==> config.mk <==
export PLATFORM = sky130hd
export DESIGN_NAME = flow_bucket_table
export DESIGN_NICKNAME = d
export VERILOG_FILES = /design/src/rtl/fbt_pkg.sv /design/src/rtl/fbt_slot_scan.sv /design/src/rtl/fbt_ctrl.sv /design/src/rtl/flow_bucket_table.sv
export SDC_FILE = /design/constraint.sdc
export NUM_CORES = 2
export LEC_CHECK = 0
export BUFFER_PORTS_ARGS = -buffer_cell sky130_fd_sc_hd__buf_2
export CAP_MARGIN = 20
export CORE_MARGIN = 2
export CORE_UTILIZATION = 25
export DETAILED_ROUTE_END_ITERATION = 10
export PLACE_DENSITY_LB_ADDON = 0.2
export SKIP_LAST_GASP = 1
export SLEW_MARGIN = 20
export SYNTH_ARGS = -nofsm -noshare
export SYNTH_HDL_FRONTEND = slang
export SYNTH_SLANG_ARGS = --single-unit
==> constraint.sdc <==
create_clock -name clk -period 7.92 [get_ports clk]
set_input_delay 0.396 -clock clk [delete_from_list [all_inputs] [get_ports clk]]
set_output_delay 0.396 -clock clk [all_outputs]
set_load 0.05 [all_outputs]
==> src/rtl/fbt_pkg.sv <==
// Shared types for the hashed flow filter table.
// Assumes: opcode encoding is fixed and shared with software.
package fbt_pkg;
    typedef enum logic [1:0] {
        OP_NONE   = 2'd0,
        OP_ADD    = 2'd1,
        OP_QUERY  = 2'd2,
        OP_REMOVE = 2'd3
    } fbt_op_e;
endpackage

==> src/rtl/fbt_slot_scan.sv <==
// Scans the slots of one bucket: finds the lowest slot whose key matches
// and the lowest free slot. Purely combinational.
// Assumes: DEPTH >= 2.
module fbt_slot_scan #(
    parameter int DEPTH = 10,
    parameter int KEY_W = 8,
    localparam int SW = $clog2(DEPTH)
) (
    input  logic [DEPTH-1:0]            slot_vld,
    input  logic [DEPTH-1:0][KEY_W-1:0] slot_key,
    input  logic [KEY_W-1:0]            key_in,
    output logic                        hit,
    output logic [SW-1:0]               hit_idx,
    output logic                        has_free,
    output logic [SW-1:0]               free_idx
);
    logic [DEPTH-1:0] match;

    // Per-slot key comparators.
    for (genvar g = 0; g < DEPTH; g++) begin : g_cmp
        assign match[g] = slot_vld[g] && (slot_key[g] == key_in);
    end

    // Lowest-index priority pick for the match and the free slot.
    always_comb begin
        hit      = 1'b0;
        hit_idx  = '0;
        has_free = 1'b0;
        free_idx = '0;
        for (int i = DEPTH - 1; i >= 0; i--) begin
            if (match[i]) begin
                hit     = 1'b1;
                hit_idx = SW'(i);
            end
            if (!slot_vld[i]) begin
                has_free = 1'b1;
                free_idx = SW'(i);
            end
        end
    end
endmodule

==> src/rtl/fbt_ctrl.sv <==
// Sequencer: runs the clearing sweep after a control write, accepts
// commands only when idle and initialised, and holds each command for a
// fixed latency before pulsing exec.
// Assumes: NB is a power of two, LAT >= 1.
module fbt_ctrl
    import fbt_pkg::*;
#(
    parameter int NB  = 16,
    parameter int LAT = 4,
    localparam int IW = $clog2(NB),
    localparam int CW = $clog2(LAT + 1)
) (
    input  logic          clk,
    input  logic          rst_n,
    input  logic          cfg_wr,
    input  logic          cmd_wr,
    input  logic [1:0]    cmd_op,
    output logic          init_run,
    output logic [IW-1:0] init_idx,
    output logic          init_done,
    output logic [1:0]    op_q,
    output logic          idle,
    output logic          cfg_take,
    output logic          accept,
    output logic          exec
);
    logic [CW-1:0] cnt;

    assign idle     = (op_q == OP_NONE);
    assign cfg_take = cfg_wr && idle;
    assign accept   = cmd_wr && (cmd_op != OP_NONE) && idle && init_done
                      && !init_run && !cfg_wr;
    assign exec     = !idle && (cnt == '0);

    // Sweep state and command latency counter.
    always_ff @(posedge clk) begin
        if (!rst_n) begin
            init_run  <= 1'b0;
            init_idx  <= '0;
            init_done <= 1'b0;
            op_q      <= OP_NONE;
            cnt       <= '0;
        end else begin
            if (cfg_take) begin
                init_run  <= 1'b1;
                init_idx  <= '0;
                init_done <= 1'b0;
            end else if (init_run) begin
                init_idx <= init_idx + 1'b1;
                if (init_idx == IW'(NB - 1)) begin
                    init_run  <= 1'b0;
                    init_done <= 1'b1;
                end
            end
            if (accept) begin
                op_q <= cmd_op;
                cnt  <= CW'(LAT - 1);
            end else if (!idle) begin
                if (cnt != '0) cnt <= cnt - 1'b1;
                else           op_q <= OP_NONE;
            end
        end
    end
endmodule

==> src/rtl/flow_bucket_table.sv <==
// Hashed flow filter table: bucketed slot storage with add, query and
// remove commands, allocation-code bucket masking and a nearly-full flag.
// Assumes: hash computation happens outside; BKT_W >= 2.
module flow_bucket_table
    import fbt_pkg::*;
#(
    parameter int BKT_W    = 4,
    parameter int DEPTH    = 10,
    parameter int KEY_W    = 8,
    parameter int QW       = 4,
    parameter int CMD_LAT  = 4,
    parameter int FREE_THR = 64
) (
    input  logic             clk,
    input  logic             rst_n,
    input  logic             cfg_wr,
    input  logic [1:0]       cfg_alloc,
    input  logic             cfg_perfect,
    input  logic [QW-1:0]    cfg_drop_q,
    input  logic             hash_wr,
    input  logic [BKT_W-1:0] hash_bkt,
    input  logic [KEY_W-1:0] hash_key,
    input  logic             hash_vld,
    input  logic             cmd_wr,
    input  logic [1:0]       cmd_op,
    input  logic [QW-1:0]    cmd_queue,
    input  logic             cmd_qena,
    input  logic             cmd_drop,
    output logic             init_done,
    output logic [1:0]       cmd_op_rb,
    output logic             qry_hit,
    output logic [QW-1:0]    qry_queue,
    output logic             qry_qena,
    output logic             cmd_err,
    output logic             irq_nearly_full
);
    localparam int NB = 1 << BKT_W;
    localparam int SW = $clog2(DEPTH);
    localparam int UW = $clog2(NB * DEPTH + 1);

    logic             init_run, idle, cfg_take, accept, exec;
    logic [BKT_W-1:0] init_idx;
    logic [1:0]       op_q;

    logic [BKT_W-1:0] mask_q;
    logic [UW-1:0]    cap_q, used_q;
    logic             perf_q;
    logic [QW-1:0]    dropq_q;
    logic [BKT_W-1:0] h_bkt;
    logic [KEY_W-1:0] h_key;
    logic             h_vld;
    logic [QW-1:0]    c_queue;
    logic             c_qena, c_drop;

    logic [NB-1:0][DEPTH-1:0] vld_m;
    logic [KEY_W-1:0] key_m [NB][DEPTH];
    logic [QW-1:0]    q_m   [NB][DEPTH];
    logic             qe_m  [NB][DEPTH];

    logic [BKT_W-1:0]            bkt_eff;
    logic [DEPTH-1:0][KEY_W-1:0] bkt_keys;
    logic                        hit, has_free;
    logic [SW-1:0]               hit_idx, free_idx;
    logic                        is_add, is_qry, is_rem, drop_bad;
    logic                        add_new, add_upd, rem_ok, err_now;
    logic [QW-1:0]               st_queue;

    fbt_ctrl #(.NB(NB), .LAT(CMD_LAT)) u_ctrl (
        .clk(clk), .rst_n(rst_n), .cfg_wr(cfg_wr), .cmd_wr(cmd_wr),
        .cmd_op(cmd_op), .init_run(init_run), .init_idx(init_idx),
        .init_done(init_done), .op_q(op_q), .idle(idle),
        .cfg_take(cfg_take), .accept(accept), .exec(exec)
    );

    assign bkt_eff = h_bkt & mask_q;

    // Gather the addressed bucket's keys for the scanner.
    always_comb begin
        for (int i = 0; i < DEPTH; i++) bkt_keys[i] = key_m[bkt_eff][i];
    end

    fbt_slot_scan #(.DEPTH(DEPTH), .KEY_W(KEY_W)) u_scan (
        .slot_vld(vld_m[bkt_eff]), .slot_key(bkt_keys), .key_in(h_key),
        .hit(hit), .hit_idx(hit_idx), .has_free(has_free), .free_idx(free_idx)
    );

    // Decode the outcome of the command being executed.
    always_comb begin
        is_add   = (op_q == OP_ADD);
        is_qry   = (op_q == OP_QUERY);
        is_rem   = (op_q == OP_REMOVE);
        drop_bad = c_drop && !perf_q;
        add_upd  = is_add && h_vld && !drop_bad && hit;
        add_new  = is_add && h_vld && !drop_bad && !hit && has_free;
        rem_ok   = is_rem && hit;
        err_now  = (is_add && !(add_upd || add_new)) || (is_rem && !hit);
        st_queue = c_drop ? dropq_q : c_queue;
    end

    // Configuration latch: bucket mask and capacity from the allocation code.
    always_ff @(posedge clk) begin
        if (!rst_n) begin
            mask_q  <= '0;
            cap_q   <= '0;
            perf_q  <= 1'b0;
            dropq_q <= '0;
        end else if (cfg_take) begin
            perf_q  <= cfg_perfect;
            dropq_q <= cfg_drop_q;
            case (cfg_alloc)
                2'd1:    begin mask_q <= BKT_W'(NB / 2 - 1); cap_q <= UW'(NB / 2 * DEPTH); end
                2'd2:    begin mask_q <= BKT_W'(NB - 1);     cap_q <= UW'(NB * DEPTH);     end
                default: begin mask_q <= BKT_W'(NB / 4 - 1); cap_q <= UW'(NB / 4 * DEPTH); end
            endcase
        end
    end

    // Hash word and command argument latches, taken only when idle.
    always_ff @(posedge clk) begin
        if (!rst_n) begin
            h_bkt <= '0; h_key <= '0; h_vld <= 1'b0;
            c_queue <= '0; c_qena <= 1'b0; c_drop <= 1'b0;
        end else begin
            if (hash_wr && idle) begin
                h_bkt <= hash_bkt; h_key <= hash_key; h_vld <= hash_vld;
            end
            if (accept) begin
                c_queue <= cmd_queue; c_qena <= cmd_qena; c_drop <= cmd_drop;
            end
        end
    end

    // Slot valid bits: reset, sweep clear, add and remove.
    always_ff @(posedge clk) begin
        if (!rst_n) begin
            vld_m <= '0;
        end else if (init_run) begin
            vld_m[init_idx] <= '0;
        end else if (exec) begin
            if (add_new) vld_m[bkt_eff][free_idx] <= 1'b1;
            if (rem_ok)  vld_m[bkt_eff][hit_idx]  <= 1'b0;
        end
    end

    // Slot payload: key on a new entry, queue and enable on any good add.
    always_ff @(posedge clk) begin
        if (exec && add_new) begin
            key_m[bkt_eff][free_idx] <= h_key;
            q_m[bkt_eff][free_idx]   <= st_queue;
            qe_m[bkt_eff][free_idx]  <= c_qena;
        end else if (exec && add_upd) begin
            q_m[bkt_eff][hit_idx]  <= st_queue;
            qe_m[bkt_eff][hit_idx] <= c_qena;
        end
    end

    // Count of stored entries for the nearly-full threshold.
    always_ff @(posedge clk) begin
        if (!rst_n || cfg_take)      used_q <= '0;
        else if (exec && add_new)    used_q <= used_q + 1'b1;
        else if (exec && rem_ok)     used_q <= used_q - 1'b1;
    end

    // Result registers updated when a command completes.
    always_ff @(posedge clk) begin
        if (!rst_n) begin
            qry_hit   <= 1'b0;
            qry_queue <= '0;
            qry_qena  <= 1'b0;
            cmd_err   <= 1'b0;
        end else if (exec) begin
            cmd_err <= err_now;
            if (is_qry) begin
                qry_hit   <= hit;
                qry_queue <= hit ? q_m[bkt_eff][hit_idx] : '0;
                qry_qena  <= hit && qe_m[bkt_eff][hit_idx];
            end
        end
    end

    assign cmd_op_rb       = op_q;
    assign irq_nearly_full = init_done && ((cap_q - used_q) <= UW'(FREE_THR));
endmodule

* After elaboration in Yosys (flattened, before gate mapping)
Memory sizes are Yosys's and may differ from the RTL's.
Index checks and enable logic that the tools add are counted.
W data, S select, Z words.
** Storage, ports and cells
- Input port bits :: 33
- Output and inout port bits :: 11
- Memories :: 3
- Word-level logic and storage cells :: 347
- Register bits after elaboration :: 222
- RAM bits :: 2080
** Memories
- key_m :: words 16, width 80, rd ports 1, clocked after Yosys merged registers in 0, write ports 1, RTL line flow_bucket_table.sv:56 : logic [KEY_W-1:0] key_m [NB][DEPTH];
- q_m :: words 16, width 40, rd ports 1, clocked after Yosys merged registers in 0, write ports 1, RTL line flow_bucket_table.sv:57 : logic [QW-1:0] q_m [NB][DEPTH];
- qe_m :: words 16, width 10, rd ports 1, clocked after Yosys merged registers in 0, write ports 1, RTL line flow_bucket_table.sv:58 : logic qe_m [NB][DEPTH];
** Cells by class
- Bitwise gates (word level) :: 60
- Add/subtract/negate cells :: 5
- $lt $le $gt $ge :: 13
- Eq/ne operators :: 18
- Reduce and logical (&&, ||, !) cells :: 63
- Mux-type cells :: 148
** Operators by type and width (number)
- $mux W160 :: 7
- $and A160 B160 Y160 :: 2
- $not A160 Y160 :: 2
- $or A160 B160 Y160 :: 1
- $demux W10 S4 :: 3
- $mux W4 :: 26
- $mux W1 :: 82
- $eq A8 B8 Y1 :: 10
- $mux W40 :: 2
- $mux W80 :: 1
- $mux W10 :: 6
- $or A1 B1 Y1 :: 50
- $bmux W10 S4 :: 1
- $logic_and A1 B1 Y1 :: 38
- $demux W4 S4 :: 2
- $demux W8 S4 :: 1
- $mux W8 :: 3
- $lt A4 B5 Y1 const B :: 4
- $bmux W4 S4 :: 1
- $demux W1 S4 :: 4
- $ge A4 B1 Y1 const B :: 4
- $pmux W8 S2 :: 1
- $mux W2 :: 6
- $ge A5 B5 Y1 const B :: 2
- 25 further kinds :: 48

* Longest topological paths before layout
- Depth after elaboration :: 28
- Mapped depth :: 26
- Mapped depth without buffers :: 21

* By module
Synthesis repeated with hierarchy kept, for this count alone.
** Unflattened totals
- Cells, all modules :: 6226
- Area total of the unflattened synthesis :: 89483.3 um^2
** By module, submodules not included
- flow_bucket_table :: sequential area each 66563.8 um^2, instances 1, cells each 5990, area each 87662.8 um^2
- fbt_slot_scan :: sequential area each 0.0 um^2, instances 1, cells each 179, area each 1295.0 um^2
- fbt_ctrl :: sequential area each 220.2 um^2, instances 1, cells each 57, area each 525.5 um^2

* Least setup slack after synthesis
Ideal clock, no wire load.
- Path type :: flip-flop to flip-flop
- From :: register h_key[2]
- To :: register used_q[7]
- Setup time :: 70 ps
- Period minus slack after synthesis :: 6116 ps
- Arrival time :: 6046 ps
- Slack :: 1804 ps
- Stages on the path, launching flop included :: 20
- Path buffers :: 2
- Required time :: 7850 ps
- Cells stage by stage :: dfxtp_1 -> buf_1 -> clkbuf_1 -> a21oi_1 -> o22ai_1 -> nor4_1 -> nor4_4 -> nand4b_2 -> nor2_1 -> inv_1 -> ha_1 -> a21o_1 -> a21o_1 -> a21o_1 -> a21oi_1 -> o21bai_1 -> a21oi_1 -> xor2_1 -> or3_1 -> a21oi_1
** Between the ends
- Word-level cells in the longest chain between the ends :: 17
- Elaborated cells between the ends (all ways) :: 38
- Classes of those cells :: eq/ne (10); mux (11); reduce/logical (17)
** Ends and longest elaborated chain
- from (decl) :: RTL line flow_bucket_table.sv:50 : logic [KEY_W-1:0] h_key;
- from (signal assigned) :: RTL line flow_bucket_table.sv:125 : h_bkt <= hash_bkt; h_key <= hash_key; h_vld <= hash_vld;
- $eq A8 B8 Y1 :: RTL line fbt_slot_scan.sv:21 : assign match[g] = slot_vld[g] && (slot_key[g] == key_in);
- $logic_and A1 B1 Y1 :: RTL line fbt_slot_scan.sv:21
- $mux W1 (9 in series) :: RTL line fbt_slot_scan.sv:31 : if (match[i]) begin
- $mux W1 * :: RTL line fbt_slot_scan.sv:31
- $logic_not A1 Y1 :: RTL line flow_bucket_table.sv:94 : add_new = is_add && h_vld && !drop_bad && !hit && has_free;
- $logic_and A1 B1 Y1 (2 in series) :: RTL line flow_bucket_table.sv:94
- $logic_and A1 B1 Y1 :: RTL line flow_bucket_table.sv:160 : else if (exec && add_new) used_q <= used_q + 1'b1;
- $mux W8 / $reduce_bool A2 Y1 (equally long branches)
- to (signal assigned) :: RTL line flow_bucket_table.sv:160
- to (signal assigned) :: RTL line flow_bucket_table.sv:161 : else if (exec && rem_ok) used_q <= used_q - 1'b1;
- to (decl) :: RTL line flow_bucket_table.sv:46 : logic [UW-1:0] cap_q, used_q;
Mark *: on every way between the ends. The rest lies on a longest branch, timed or not.
A chain may end at the register's enable or synchronous reset.

* Worst setup path after layout
- From :: register h_bkt[1]
- To :: register used_q[7]
** Between the ends
- Word-level cells in the longest chain between the ends :: 19
- Elaborated cells between the ends (all ways) :: 52
- Classes of those cells :: eq/ne (10); mux (23); bitwise (1); reduce/logical (17); memory (1)
** Ends and longest elaborated chain
- from (decl) :: RTL line flow_bucket_table.sv:49 : logic [BKT_W-1:0] h_bkt;
- from (signal assigned) :: RTL line flow_bucket_table.sv:125
- $and A4 B4 Y4 * :: RTL line flow_bucket_table.sv:75 : assign bkt_eff = h_bkt & mask_q;
- $mem_v2 Z16 W80 / $bmux W10 S4 (equally long branches)
- $eq A8 B8 Y1 / $mux W10 (equally long branches) :: RTL line fbt_slot_scan.sv:21, flow_bucket_table.sv:83
- $logic_and A1 B1 Y1 :: RTL line fbt_slot_scan.sv:21
- $mux W1 (10 in series) :: RTL line fbt_slot_scan.sv:31
- $logic_not A1 Y1 :: RTL line flow_bucket_table.sv:94
- $logic_and A1 B1 Y1 (2 in series) :: RTL line flow_bucket_table.sv:94
- $logic_and A1 B1 Y1 :: RTL line flow_bucket_table.sv:160
- $mux W8 / $reduce_bool A2 Y1 (equally long branches)
Mark *: on every way between the ends. The rest lies on a longest branch, timed or not. The select of a mux whose other input is x is not followed.

==> metrics.md <==
| Metric | Value |
|---|---|
| Status | `completed` |
| Initial Utilization | `25.1%` |
| Die area | `0.400 mm^2` |
| Fin worst setup slack | `0.235 ns` |
| Final Hold Vio Count | `0` |
| HP Class | `input port to flop` |
| RSZ-0062 raised after global routing | `no` |
| Critical Path Source Type | `flop` |
| Lkg Pwr | `33.1 nW` |
| Syn avg cell area | `13.4 um^2` |
| Mapped Area | `0.0987 mm^2` |
| GRT Util Overall | `16.5%` |
| Post-layout util | `28.8%` |
| PostCTS Resize Cnt | `0` |
| Wire per inst | `26.9 um` |
| Max-Slew Margin vs Limit | `19.1%` |
| Share of layout cells above drive strength 1 | `13.3%` |
| Filler cell count | `39700` |
| Slew Viols, Final | `0` |
| # port buffers | `43` |
| Library cells used by synthesis | `94` |
| Level count of the clock H-tree | `4` |
| CTS sink count | `2296` |
| Fin Hold WS | `0.0719 ns` |
| Final min period | `7.69 ns` |
| Setup WS pre-CTS | `0.307 ns` |
| Remaining global-route overflow | `0` |
| Period utilization | `97.0%` |
| Worst EP arrival | `8.52 ns` |
| Finish-stage setup viols | `0` |
| Clk_lat worst skew | `0.92 ns` |
| Worst-Margin Slew | `1.21 ns` |
| Post-synth EDFFs | `2080` |
| Max cap viols | `0` |
| IO Count | `44` |
| Critical path class | `flop to flop` |
| Core Box Area | `0.393 mm^2` |
| Drc violations | `0` |
| Post-CTS setup buffer count | `0` |
| Register area | `0.0668 mm^2` |
| Post-route ant nets | `0` |
| Clk_skew | `0.0504 ns` |
| FMAX | `130 MHz` |
| Register area share after synthesis | `67.7%` |
| Die H | `632 um` |
| R2r setup slk | `0.23 ns` |
| Clk buf depth | `4` |
| Worst Setup End Kind | `flop` |
| TNS Setup | `0 ns` |
| Area of the multi-input gates | `0.0291 mm^2` |
| Post-synth top flop | `edfxtp_1` |
| Placer congestion estimate | `0.910` |
| Initial antenna violation count | `12` |
| Post-DP HPWL | `202000 um` |
| Yosys warning count | `0` |
| Power, Total | `25.7 mW` |
| Clk pin slew, worst setup/hold paths | `0.06 ns` |
| Routed WL | `343000 um` |
| Area delta synth->final | `14.6%` |
| Largest net degree at the start of global routing | `170` |
| Root Buffer | `clkbuf_16` |
| Worst EP required | `8.75 ns` |
| Ys async rst share | `0%` |
| Drt pass-1 iters | `10` |
| Crit-path max FO | `57` |
| 1st-iter DRT viols | `6249` |
| Inserted Clock Buffers | `247` |
| Vias/cell | `5.18` |
| CTS tree | `yes` |
| Final Net Count | `7371` |
| Die width | `632 um` |
| Worst vdd ir | `0.176 mV` |
| FF+latch count, synth | `2296` |
| First-pass GRT wire length | `487000 um` |
| Via count | `66100` |
| Vias in the first global route | `64900` |
| Syn Inst Count | `7364` |
| Site row count | `230` |
| Pwr Density | `228 mW/mm^2` |
| Net count after synthesis | `7417` |
-- cell usage after synthesis, types with 65 or more instances --
| master | count | area, um^2 |
|---|---|---|
| edfxtp_1 | 2080 | 62500 |
| a21oi_1 | 766 | 3830 |
| nor2_1 | 679 | 2550 |
| o22ai_1 | 436 | 2730 |
| mux2i_1 | 357 | 3570 |
| nand2_1 | 294 | 1100 |
| clkbuf_1 | 277 | 1040 |
| a22oi_1 | 234 | 1760 |
| mux2_2 | 233 | 2620 |
| o21ai_0 | 232 | 1160 |
| dfxtp_1 | 216 | 4320 |
| o221ai_1 | 195 | 1710 |
| buf_2 | 183 | 916 |
| and3b_1 | 93 | 815 |
| or2_2 | 67 | 419 |
| buf_1 | 65 | 244 |
| buf_4 | 65 | 488 |
-- metal layers --
metal / wire [um] / global-route usage, %
met1: 150000 / 22.3
met4: 12200 / 5.67
met3: 20300 / 2.63
met5: 10 / 0
met2: 161000 / 27.0
-- report_power, final --
group | internal, mW | switching, mW | total, mW
Clock | 6.43 | 4.90 | 11.3
Combinational | 0.377 | 0.841 | 1.22
Sequential | 13.1 | 0.0630 | 13.2
Total | 19.9 | 5.81 | 25.7
-- worst paths after layout --
kind                               start         to  cells past startpoint
worst max register to register  h_bkt[1]  used_q[7]                     23
worst min register to register  cap_q[3]   cap_q[3]                      2
worst min-delay path             hash_wr   h_key[0]                      4
worst max-delay path            h_bkt[1]  used_q[7]                     23
-- critical path: stages (launching register included) --
cell and delay [ns]:
dfxtp_4 1.03, inv_8 0.43, buf_12 0.34, buf_4 0.28, a221o_1 0.40, a22oi_1 0.24
a21oi_1 0.10, o2111ai_1 0.75, nor3_1 0.15, buf_4 0.20, nor4_4 0.19, nand4b_2 0.19
nor2_1 0.74, inv_1 0.34, ha_1 0.37, a21o_1 0.18, a21o_1 0.20, a21o_1 0.18
a21oi_1 0.24, o21bai_1 0.12, a21oi_1 0.22, xor2_1 0.12, or3_1 0.32, a21oi_1 0.16
-- state kept, by name, indices dropped and copies added (netlist names), 2 cells and up --
| signal | count |
|---|---|
| vld_m | 160 |
| qe_m | 160 |
| u_ctrl.op_q | 2 |
| c_queue | 4 |
| q_m | 640 |
| h_bkt | 4 |
| dropq_q | 4 |
| h_key | 8 |
| u_ctrl.init_idx | 4 |
| used_q | 8 |
| u_ctrl.cnt | 3 |
| cap_q | 4 |
| key_m | 1280 |
| qry_queue | 4 |
| mask_q | 2 |
-- cell usage in the layout (no fill, tap or decap), types with 27 or more instances in the layout --
cell,Yosys,final
edfxtp_1,2080,2080
a21oi_1,766,763
nor2_1,679,672
o22ai_1,436,436
mux2i_1,357,357
nand2_1,294,291
clkbuf_16,0,249
a22oi_1,234,234
o21ai_0,232,232
mux2_2,233,229
buf_4,65,210
dfxtp_1,216,204
o221ai_1,195,195
and3b_1,93,93
or2_2,67,67
o22a_1,64,64
nand3b_1,64,64
clkbuf_1,277,59
nand4_1,53,53
nand3_1,53,51
and3_1,49,48
clkinv_2,0,48
clkinv_1,0,45
buf_2,183,42
a211oi_1,41,41
and2_1,37,36
dlygate4sd3_1,0,36
o2111ai_1,35,35
nor3_1,42,32
buf_12,0,31
xor2_1,29,29
a221o_1,28,28
a32oi_1,27,27
-- per-stage QoR --
step / instance area (um^2) / cells
2_1_floorplan: 98700 / 7364
3_3_place_gp: 105000 / 12300
3_5_place_dp: 105000 / 12300
4_1_cts: 113000 / 12700
5_1_grt: 113000 / 12700
6_report: 113000 / 12700
-- area by class of cell --
class | instances | share of cell area (%)
flip-flops and latches | 2296 | 59.1
diodes | 9 | 0.0199
repair buffers | 319 | 2.45
clock inverters | 128 | 1.01
clock buffers | 314 | 5.78
multi-input cells | 4436 | 25.8
well taps | 5220 | 5.78
inverters | 18 | 0.0730
-- cells by family after synthesis --
| kind of cell | count (synthesis) | synth area share, % |
|---|---|---|
| DFF | 2296 | 67.7 |
| AOI/OAI and AO/OA | 2257 | 14.7 |
| and+or+nand+nor | 1513 | 7.47 |
| buffers and inverters | 632 | 3.07 |
| adders and majority gates | 20 | 0.261 |
| xor gates and xnor gates | 55 | 0.488 |
| muxes | 591 | 6.29 |
-- timing repair --
item / 4_1_cts / 5_1_grt
hold buffers: 36 / 0
hold endpoints to repair: 45 / 0
setup endpoints to repair: 0 / 0
(Power assumes the default switching activity.)
